[config.mk]
export PLATFORM = sky130hd
export DESIGN_NAME = cp_access_unit
export DESIGN_NICKNAME = d
export VERILOG_FILES = /design/src/rtl/cpacc_pkg.sv /design/src/rtl/cpacc_datapath.sv /design/src/rtl/cpacc_control.sv /design/src/rtl/cp_access_unit.sv
export SDC_FILE = /design/constraint.sdc
export NUM_CORES = 1
export LEC_CHECK = 0
export BUFFER_PORTS_ARGS = -buffer_cell sky130_fd_sc_hd__buf_2
export CAP_MARGIN = 20
export CORE_AREA = 5 5 65 67
export CTS_CLUSTER_DIAMETER = 100
export CTS_CLUSTER_SIZE = 12
export DETAILED_ROUTE_END_ITERATION = 8
export DIE_AREA = 0 0 70 72
export PLACE_DENSITY = 0.87
export SYNTH_ARGS = -nofsm -noshare
export SYNTH_HDL_FRONTEND = slang
export SYNTH_SLANG_ARGS = --single-unit
[constraint.sdc]
create_clock -name clk -period 2.1 [get_ports clk]
set_input_delay 0.21 -clock clk [delete_from_list [all_inputs] [get_ports clk]]
set_output_delay 0.21 -clock clk [all_outputs]
set_load 0.005 [all_outputs]
[src/rtl/cpacc_pkg.sv]
package cpacc_pkg;
  localparam int NUM_CP  = 14;
  localparam int FIELD_W = 2;
  localparam int DATA_W  = 32;
  localparam int CP_W    = 4;
  localparam int FIELDS_W = NUM_CP * FIELD_W;
  localparam int RSVD_W   = DATA_W - FIELDS_W;

  localparam int PAIR_LO = 10;
  localparam int PAIR_HI = 11;
  localparam logic [CP_W-1:0] DEBUG_CP  = 4'd14;
  localparam logic [CP_W-1:0] SYSCTL_CP = 4'd15;

  localparam logic [3:0] CLS_MOVE_TO   = 4'd0;
  localparam logic [3:0] CLS_MOVE_FROM = 4'd1;

  typedef enum logic [FIELD_W-1:0] {
    ACC_NONE = 2'b00,
    ACC_PRIV = 2'b01,
    ACC_RSVD = 2'b10,
    ACC_FULL = 2'b11
  } accField_e;

  typedef struct packed {
    logic accWr;
    logic maskWr;
  } regStrobe_t;
endpackage

[src/rtl/cpacc_datapath.sv]
module cpacc_datapath
  import cpacc_pkg::*;
#(
  parameter logic [NUM_CP-1:0] IMPL_MASK = 14'h0C0F
) (
  input  logic                             clk,
  input  logic                             rstN,
  input  regStrobe_t                       strobe,
  input  logic [DATA_W-1:0]                wrData,
  input  logic                             rdSel,
  output logic [DATA_W-1:0]                rdData,
  output logic [NUM_CP-1:0][FIELD_W-1:0]   fieldQ,
  output logic [NUM_CP-1:0]                nsMask
);
  logic unusedWr;
  assign unusedWr = ^wrData;

  for (genvar g = 0; g < NUM_CP; g++) begin : gField
    localparam int SRC = (g == PAIR_HI) ? PAIR_LO : g;
    if (IMPL_MASK[g]) begin : gImpl
      logic [FIELD_W-1:0] fieldReg;
      always_ff @(posedge clk or negedge rstN) begin
        if (!rstN)
          fieldReg <= ACC_NONE;
        else if (strobe.accWr)
          fieldReg <= wrData[SRC*FIELD_W +: FIELD_W];
      end
      assign fieldQ[g] = fieldReg;
    end else begin : gAbsent
      assign fieldQ[g] = ACC_NONE;
    end
  end

  always_ff @(posedge clk or negedge rstN) begin
    if (!rstN)
      nsMask <= '0;
    else if (strobe.maskWr)
      nsMask <= wrData[NUM_CP-1:0];
  end

  always_comb begin
    if (rdSel)
      rdData = {{(DATA_W-NUM_CP){1'b0}}, nsMask};
    else
      rdData = {{RSVD_W{1'b0}}, fieldQ};
  end

  assert_pair_equal_R5: assert property (@(posedge clk) disable iff (!rstN)
    fieldQ[PAIR_LO] == fieldQ[PAIR_HI]);
endmodule

[src/rtl/cpacc_control.sv]
module cpacc_control
  import cpacc_pkg::*;
(
  input  logic                             clk,
  input  logic                             rstN,
  input  logic                             regWrEn,
  input  logic                             regWrSel,
  input  logic                             regWrSecure,
  output regStrobe_t                       strobe,
  input  logic                             reqValid,
  input  logic [CP_W-1:0]                  reqCpNum,
  input  logic [3:0]                       reqClass,
  input  logic                             reqPriv,
  input  logic                             reqNonSecure,
  input  logic [NUM_CP-1:0][FIELD_W-1:0]   fieldQ,
  input  logic [NUM_CP-1:0]                nsMask,
  output logic                             reqPermit,
  output logic                             reqUndef
);
  always_comb begin
    strobe.accWr  = regWrEn && !regWrSel;
    strobe.maskWr = regWrEn && regWrSel && regWrSecure;
  end

  logic [FIELD_W-1:0] selField;
  logic               selMaskBit;
  logic               isGeneral;
  logic               allow;

  always_comb begin
    selField   = ACC_NONE;
    selMaskBit = 1'b0;
    for (int n = 0; n < NUM_CP; n++) begin
      if (reqCpNum == CP_W'(n)) begin
        selField   = fieldQ[n];
        selMaskBit = nsMask[n];
      end
    end
  end

  assign isGeneral = (reqCpNum < CP_W'(NUM_CP));

  always_comb begin
    allow = 1'b0;
    if (isGeneral) begin
      unique case (accField_e'(selField))
        ACC_FULL: allow = 1'b1;
        ACC_PRIV: allow = reqPriv;
        default:  allow = 1'b0;
      endcase
      if (reqNonSecure && !selMaskBit)
        allow = 1'b0;
    end else if (reqCpNum == SYSCTL_CP) begin
      allow = (reqClass == CLS_MOVE_TO) || (reqClass == CLS_MOVE_FROM);
    end
  end

  assign reqPermit = reqValid && allow;
  assign reqUndef  = reqValid && !allow;

  assert_one_answer_R12: assert property (@(posedge clk) disable iff (!rstN)
    reqValid |-> (reqPermit != reqUndef));
  assert_idle_quiet_R12: assert property (@(posedge clk) disable iff (!rstN)
    !reqValid |-> (!reqPermit && !reqUndef));
  assert_unpriv_full_R6: assert property (@(posedge clk) disable iff (!rstN)
    (reqPermit && isGeneral && !reqPriv) |-> (selField == ACC_FULL));
  assert_ns_gate_R7: assert property (@(posedge clk) disable iff (!rstN)
    (reqValid && isGeneral && reqNonSecure && !selMaskBit) |-> reqUndef);
  assert_sysctl_class_R9: assert property (@(posedge clk) disable iff (!rstN)
    (reqValid && reqCpNum == SYSCTL_CP && reqClass > CLS_MOVE_FROM) |-> reqUndef);
  assert_debug_cp_R10: assert property (@(posedge clk) disable iff (!rstN)
    (reqValid && reqCpNum == DEBUG_CP) |-> reqUndef);
endmodule

[src/rtl/cp_access_unit.sv]
module cp_access_unit
  import cpacc_pkg::*;
#(
  parameter logic [NUM_CP-1:0] IMPL_MASK = 14'h0C0F
) (
  input  logic              clk,
  input  logic              rstN,
  input  logic              regWrEn,
  input  logic              regWrSel,
  input  logic              regWrSecure,
  input  logic [31:0]       regWrData,
  input  logic              regRdSel,
  output logic [31:0]       regRdData,
  input  logic              reqValid,
  input  logic [3:0]        reqCpNum,
  input  logic [3:0]        reqClass,
  input  logic              reqPriv,
  input  logic              reqNonSecure,
  output logic              reqPermit,
  output logic              reqUndef
);
  regStrobe_t                     strobe;
  logic [NUM_CP-1:0][FIELD_W-1:0] fieldQ;
  logic [NUM_CP-1:0]              nsMask;

  cpacc_control u_control (
    .clk          (clk),
    .rstN         (rstN),
    .regWrEn      (regWrEn),
    .regWrSel     (regWrSel),
    .regWrSecure  (regWrSecure),
    .strobe       (strobe),
    .reqValid     (reqValid),
    .reqCpNum     (reqCpNum),
    .reqClass     (reqClass),
    .reqPriv      (reqPriv),
    .reqNonSecure (reqNonSecure),
    .fieldQ       (fieldQ),
    .nsMask       (nsMask),
    .reqPermit    (reqPermit),
    .reqUndef     (reqUndef)
  );

  cpacc_datapath #(.IMPL_MASK(IMPL_MASK)) u_datapath (
    .clk    (clk),
    .rstN   (rstN),
    .strobe (strobe),
    .wrData (regWrData),
    .rdSel  (regRdSel),
    .rdData (regRdData),
    .fieldQ (fieldQ),
    .nsMask (nsMask)
  );

  assert_ns_write_dropped_R8: assert property (@(posedge clk) disable iff (!rstN)
    (regWrEn && regWrSel && !regWrSecure) |=> $stable(nsMask));
endmodule

# After elaboration in Yosys (flattened, before gate mapping)
# Index checks and enable logic that the tools add are counted.
# word_totals
ff_bits	24
inputBits	49
word_cells	69
# op_classes
n_lt_le_gt_ge	1
eq_ne	17
n_mux	33
reduce_logical	12
# ops
cell	n
$eq A4 B4 Y1 const B	7
$mux W2	14
$mux W24	1
$mux W1	17
$eq A4 B3 Y1 const B	4
$eq A4 B1 Y1 const B	2
$eq A4 B2 Y1 const B	2
$logic_not A4 Y1	2
$logic_and A1 B1 Y1	6
$lt A4 B4 Y1 const B	1
$logic_not A1 Y1	3
$eq A2 B1 Y1 const B	1
$eq A2 B2 Y1 const B	1
$pmux W1 S2	1
$logic_or A1 B1 Y1	1

# Depth between registers and ports, before layout
# logic_depth
ltp_word	21
mapped_depth	6
ltp_nobuf	5

# Hierarchy
# From an unflattened synthesis, not the netlist that was laid out.
# hier_totals
hier_cells	180
hier_area_um2	1879.3
# by_module_without_submodules
mod	n_inst	cells_each	area_per_inst_um2	seq_area_each_um2
cpacc_datapath	1	103	1316.3	600.6
cpacc_control	1	77	563.0	0.0

# Worst setup path after synthesis
# Ideal clock, no wire load.
# synth_path
path_kind	input to output
start	input port reqCpNum[1]
end	output port reqPermit
arrival_ns	1.404
setup_slack_ns	0.486
cell_stages	5
n_path_buf	1
path_cell_list	buf_4 mux4_2 o41ai_1 a222oi_1 and2_1
# synth_via
elab_chain_len	20
word_cells_on_any_way	53
cone_classes	order compare: 1; eq/ne: 16; mux: 32; reduce/logical: 4
# synth_lines
item	line	text
from (decl)	cp_access_unit.sv:15	input logic [3:0] reqCpNum,
$logic_not A4 Y1	cpacc_control.sv:34	if (reqCpNum == CP_W'(n)) begin
$mux W2 / $mux W1 (equally long branches) (14 in series)	cpacc_control.sv:34	
$eq A2 B1 Y1 (tied with other cells)	cpacc_control.sv:46	unique case (accField_e'(selField))
$pmux W1 S2 / $logic_and A1 B1 Y1 (equally long branches)	cpacc_control.sv:46, cpacc_control.sv:51	
$mux W1	cpacc_control.sv:51	if (reqNonSecure && !selMaskBit)
$mux W1 (*)	cpacc_control.sv:45	if (isGeneral) begin
$logic_and A1 B1 Y1 (*)	cpacc_control.sv:58	assign reqPermit = reqValid && allow;
to (decl)	cp_access_unit.sv:19	output logic reqPermit,
# Mark *: on every way between the ends. The rest lies on a longest branch, timed or not.

# Worst setup path after layout
# layout_path
start	register u_datapath.nsMask[13]
end	output port reqPermit
# layout_via
elab_chain_len	6
# layout_lines
item	line	text
from (decl)	cpacc_datapath.sv:13	output logic [NUM_CP-1:0] nsMask
from (signal assigned)	cpacc_datapath.sv:38	nsMask <= wrData[NUM_CP-1:0];
$mux W1	cpacc_control.sv:34	
$logic_not A1 Y1	cpacc_control.sv:51	
$logic_and A1 B1 Y1	cpacc_control.sv:51	
$mux W1	cpacc_control.sv:51	
$mux W1	cpacc_control.sv:45	
$logic_and A1 B1 Y1	cpacc_control.sv:58	
# No other way between the ends.

==> impl_metrics.py <==
metrics = {
    "placed_design": {
        "hpwl_um": 2600,
        "gp_congestion": 0.903,
        "pre_cts_ws_ns": 0.135,
        "port_buffers": 51,
        "place_inst": 215,
    },
    "timing": {
        "holdWs_ns": 0.113,
        "fmax_mhz": 466,
        "fin_crit_sh_pct": 102,
        "setup_viol_count_final": 1,
        "relSlewSlack_pct": 63.3,
        "finalMaxSlewViolations": 0,
        "finClkSkew_ns": 0,
        "hold_viol": 0,
        "fin_ws_ns": -0.0468,
        "worstMarginPinSlew_ns": 0.550,
        "rsz0062_at_grt": "yes",
        "fin_crit_ns": 2.15,
    },
    "clock_tree": {
        "clock_path_buffers": 2,
        "cts-buffers-inserted": 3,
        "tritoncts": "yes",
        "htreeDepth": 1,
        "clkLatencyLatePin_ns": 0.32,
        "numClockSinks": 24,
        "clk_pin_slew_ns": 0.13,
        "root_buffer": "clkbuf_4",
    },
    "logic_synthesis": {
        "synth_edf_count": 0,
        "syn_area_sq_mm": 0.00149,
        "synthArstFlopShare_pct": 100,
        "ys.flop_type": "dfrtp_1",
        "yosys_register_bits": 24,
        "avgSynthCellArea_sq_um": 12.0,
        "syn_inst": 124,
        "yosysSeqAreaShare_pct": 40.4,
        "synth_cell_types": 31,
        "yosys_warnings": 0,
    },
    "setup_path": {
        "crit_fanout": 3,
        "start_kind": "flop",
        "rrSetupSlack_ns": 1.20,
        "rr_worst_depth": 2,
        "path_class": "reg -> out",
        "end_kind": "output port",
        "critical_path_arrival_ns": 1.94,
        "crit_start": "u_datapath.nsMask[13]",
        "worstPathRequired_ns": 1.89,
        "r2r_start": "u_datapath.nsMask[9]",
    },
    "global_route": {
        "antenna_found_initial": 0,
        "gr-usage-all-layers_pct": 13.6,
        "grt-ovfl-total": 0,
        "grt_max_degree": 25,
        "grt_pass1_vias": 1134,
        "grt_pass1_wl_um": 5400,
    },
    "detailed_routing": {
        "vias": 1114,
        "ant_nets": 0,
        "firstDrtPassIters": 4,
        "dr.first_iter.drc_count": 28,
        "drc": 0,
        "routedWlPerCell_um": 15.2,
        "wirelength_um": 3370,
        "vias_per_cell": 5.04,
    },
    "power": {
        "pwr_density_cell_mw_per_mm2": 649,
        "leakage_uw": 0.000835,
        "ir_worst_vdd_uv": 306,
        "total_power_uw": 1150,
    },
    "floorplan": {
        "rows": 22,
        "coreArea_sq_mm": 0.00358,
        "io_pins": 83,
        "initial_core_util_pct": 41.5,
        "die_w_um": 70,
        "die_area_sq_mm": 0.00504,
        "die_height_um": 72,
    },
    "layout": {
        "area_delta_synth_final_pct": 19.0,
        "final_core_util_pct": 49.4,
        "antenna_cells": 0,
        "layout-drive-gt1-share_pct": 56.1,
        "nets": 224,
        "n_fill_cell": 333,
        "final_cell_count_no_fill": 221,
    },
    "worst_hold_path": {
        "hp-class": "in -> reg",
        "min_from": "regWrData[13]",
        "holdPathStages": 2,
    },
    "run_status": {
        "violations": "negative setup slack",
        "status": "finished, violations left",
    },
    "run": {
        "maxCapViolCount": 0,
    },
}
==> per-layer routing <==
metal,global-route usage [%],routed length [um],vias up
met5,0,0,-
met4,5.53,48,0
met3,3.74,287,5
met2,22.4,1560,50
met1,17.0,1470,542
li1,-,-,517
==> state kept, by name (all words and copies together), names as in the netlist <==
name / count
u_datapath.gField.gImpl.fieldReg: 10
u_datapath.nsMask: 14
==> path summary, 6_finish.rpt <==
kind	end
worst max register to register	u_datapath.nsMask[9]
worst min-delay path	u_datapath.nsMask[13]
worst min register to register	u_datapath.nsMask[2]
min in group asynchronous	u_datapath.nsMask[10]
worst max-delay path	reqPermit
max in group asynchronous	u_datapath.nsMask[7]
==> cell families after synthesis <==
family,Yosys count,synth area share [%]
AOI/OAI and AO/OA,11,6.40
buffers and inverters,27,11.5
DFF,24,40.4
muxes,38,30.8
other,1,0.252
and+or+nand+nor,23,10.6
==> timing repair <==
action / in CTS / in global routing
hold buffers: 1 / 0
pin swaps: 1 / 0
cloned: 0 / 0
buffers inserted: 1 / 1
hold endpoints to repair: 24 / 0
endpoints found under the setup margin: 2 / 2
gates resized for setup: 1 / 1
==> layout by cell type, fill, tap and decap left out, drive strengths merged, types with 2 or more instances in the layout <==
cell type / count
buf: 55
mux2: 32
dfrtp: 24
conb: 14
and2: 7
nor2b: 4
inv: 4
mux4: 3
clkbuf: 3
mux2i: 3
o41ai: 2
nand4b: 2
nand3b: 2
o211ai: 2
nor4: 2
==> area by class of cell <==
type / count / area (sq um) / share of cell area [%]
Tap cell: 48 / 60.1 / 3.40
Multi-Input combinational cell: 86 / 774 / 43.8
Clock buffer: 3 / 22.5 / 1.27
Inverter: 4 / 15.0 / 0.849
Sequential cell: 24 / 601 / 34.0
Timing Repair Buffer: 56 / 295 / 16.7
==> worst max-delay path, stage by stage, from the launching register on <==
cell and delay (ns):
dfrtp_1 0.41, mux2i_2 0.10, o41ai_2 0.30, o41ai_2 0.12
a222oi_1 0.41, and2_1 0.17, buf_2 0.10
==> Yosys cell counts, types with 2 or more instances <==
master / instances / area, sq um
mux2_2: 32 / 360
dfrtp_1: 24 / 601
buf_4: 18 / 135
and2_1: 7 / 43.8
clkbuf_1: 4 / 15.0
inv_1: 4 / 15.0
nor2b_1: 4 / 25.0
mux2i_1: 3 / 30.0
mux4_2: 3 / 67.6
nand3b_1: 2 / 15.0
nand4b_1: 2 / 17.5
o211ai_1: 2 / 15.0
==> where the power goes <==
group	internal, uW	total (uW)	switching [uW]
logic	205	341	136
registers	542	604	62.8
clock network	67.3	202	135
==> per-stage QoR <==
stage / cell area [sq um] / TNS (ns)
after floorplan: 1530 / 0
after global placement: 1710 / 0
after detailed placement: 1710 / 0
after CTS: 1760 / -0.0361
after global routing: 1770 / -0.395
final: 1770 / -0.0468
Note: power is estimated with default switching activity, not from simulation.
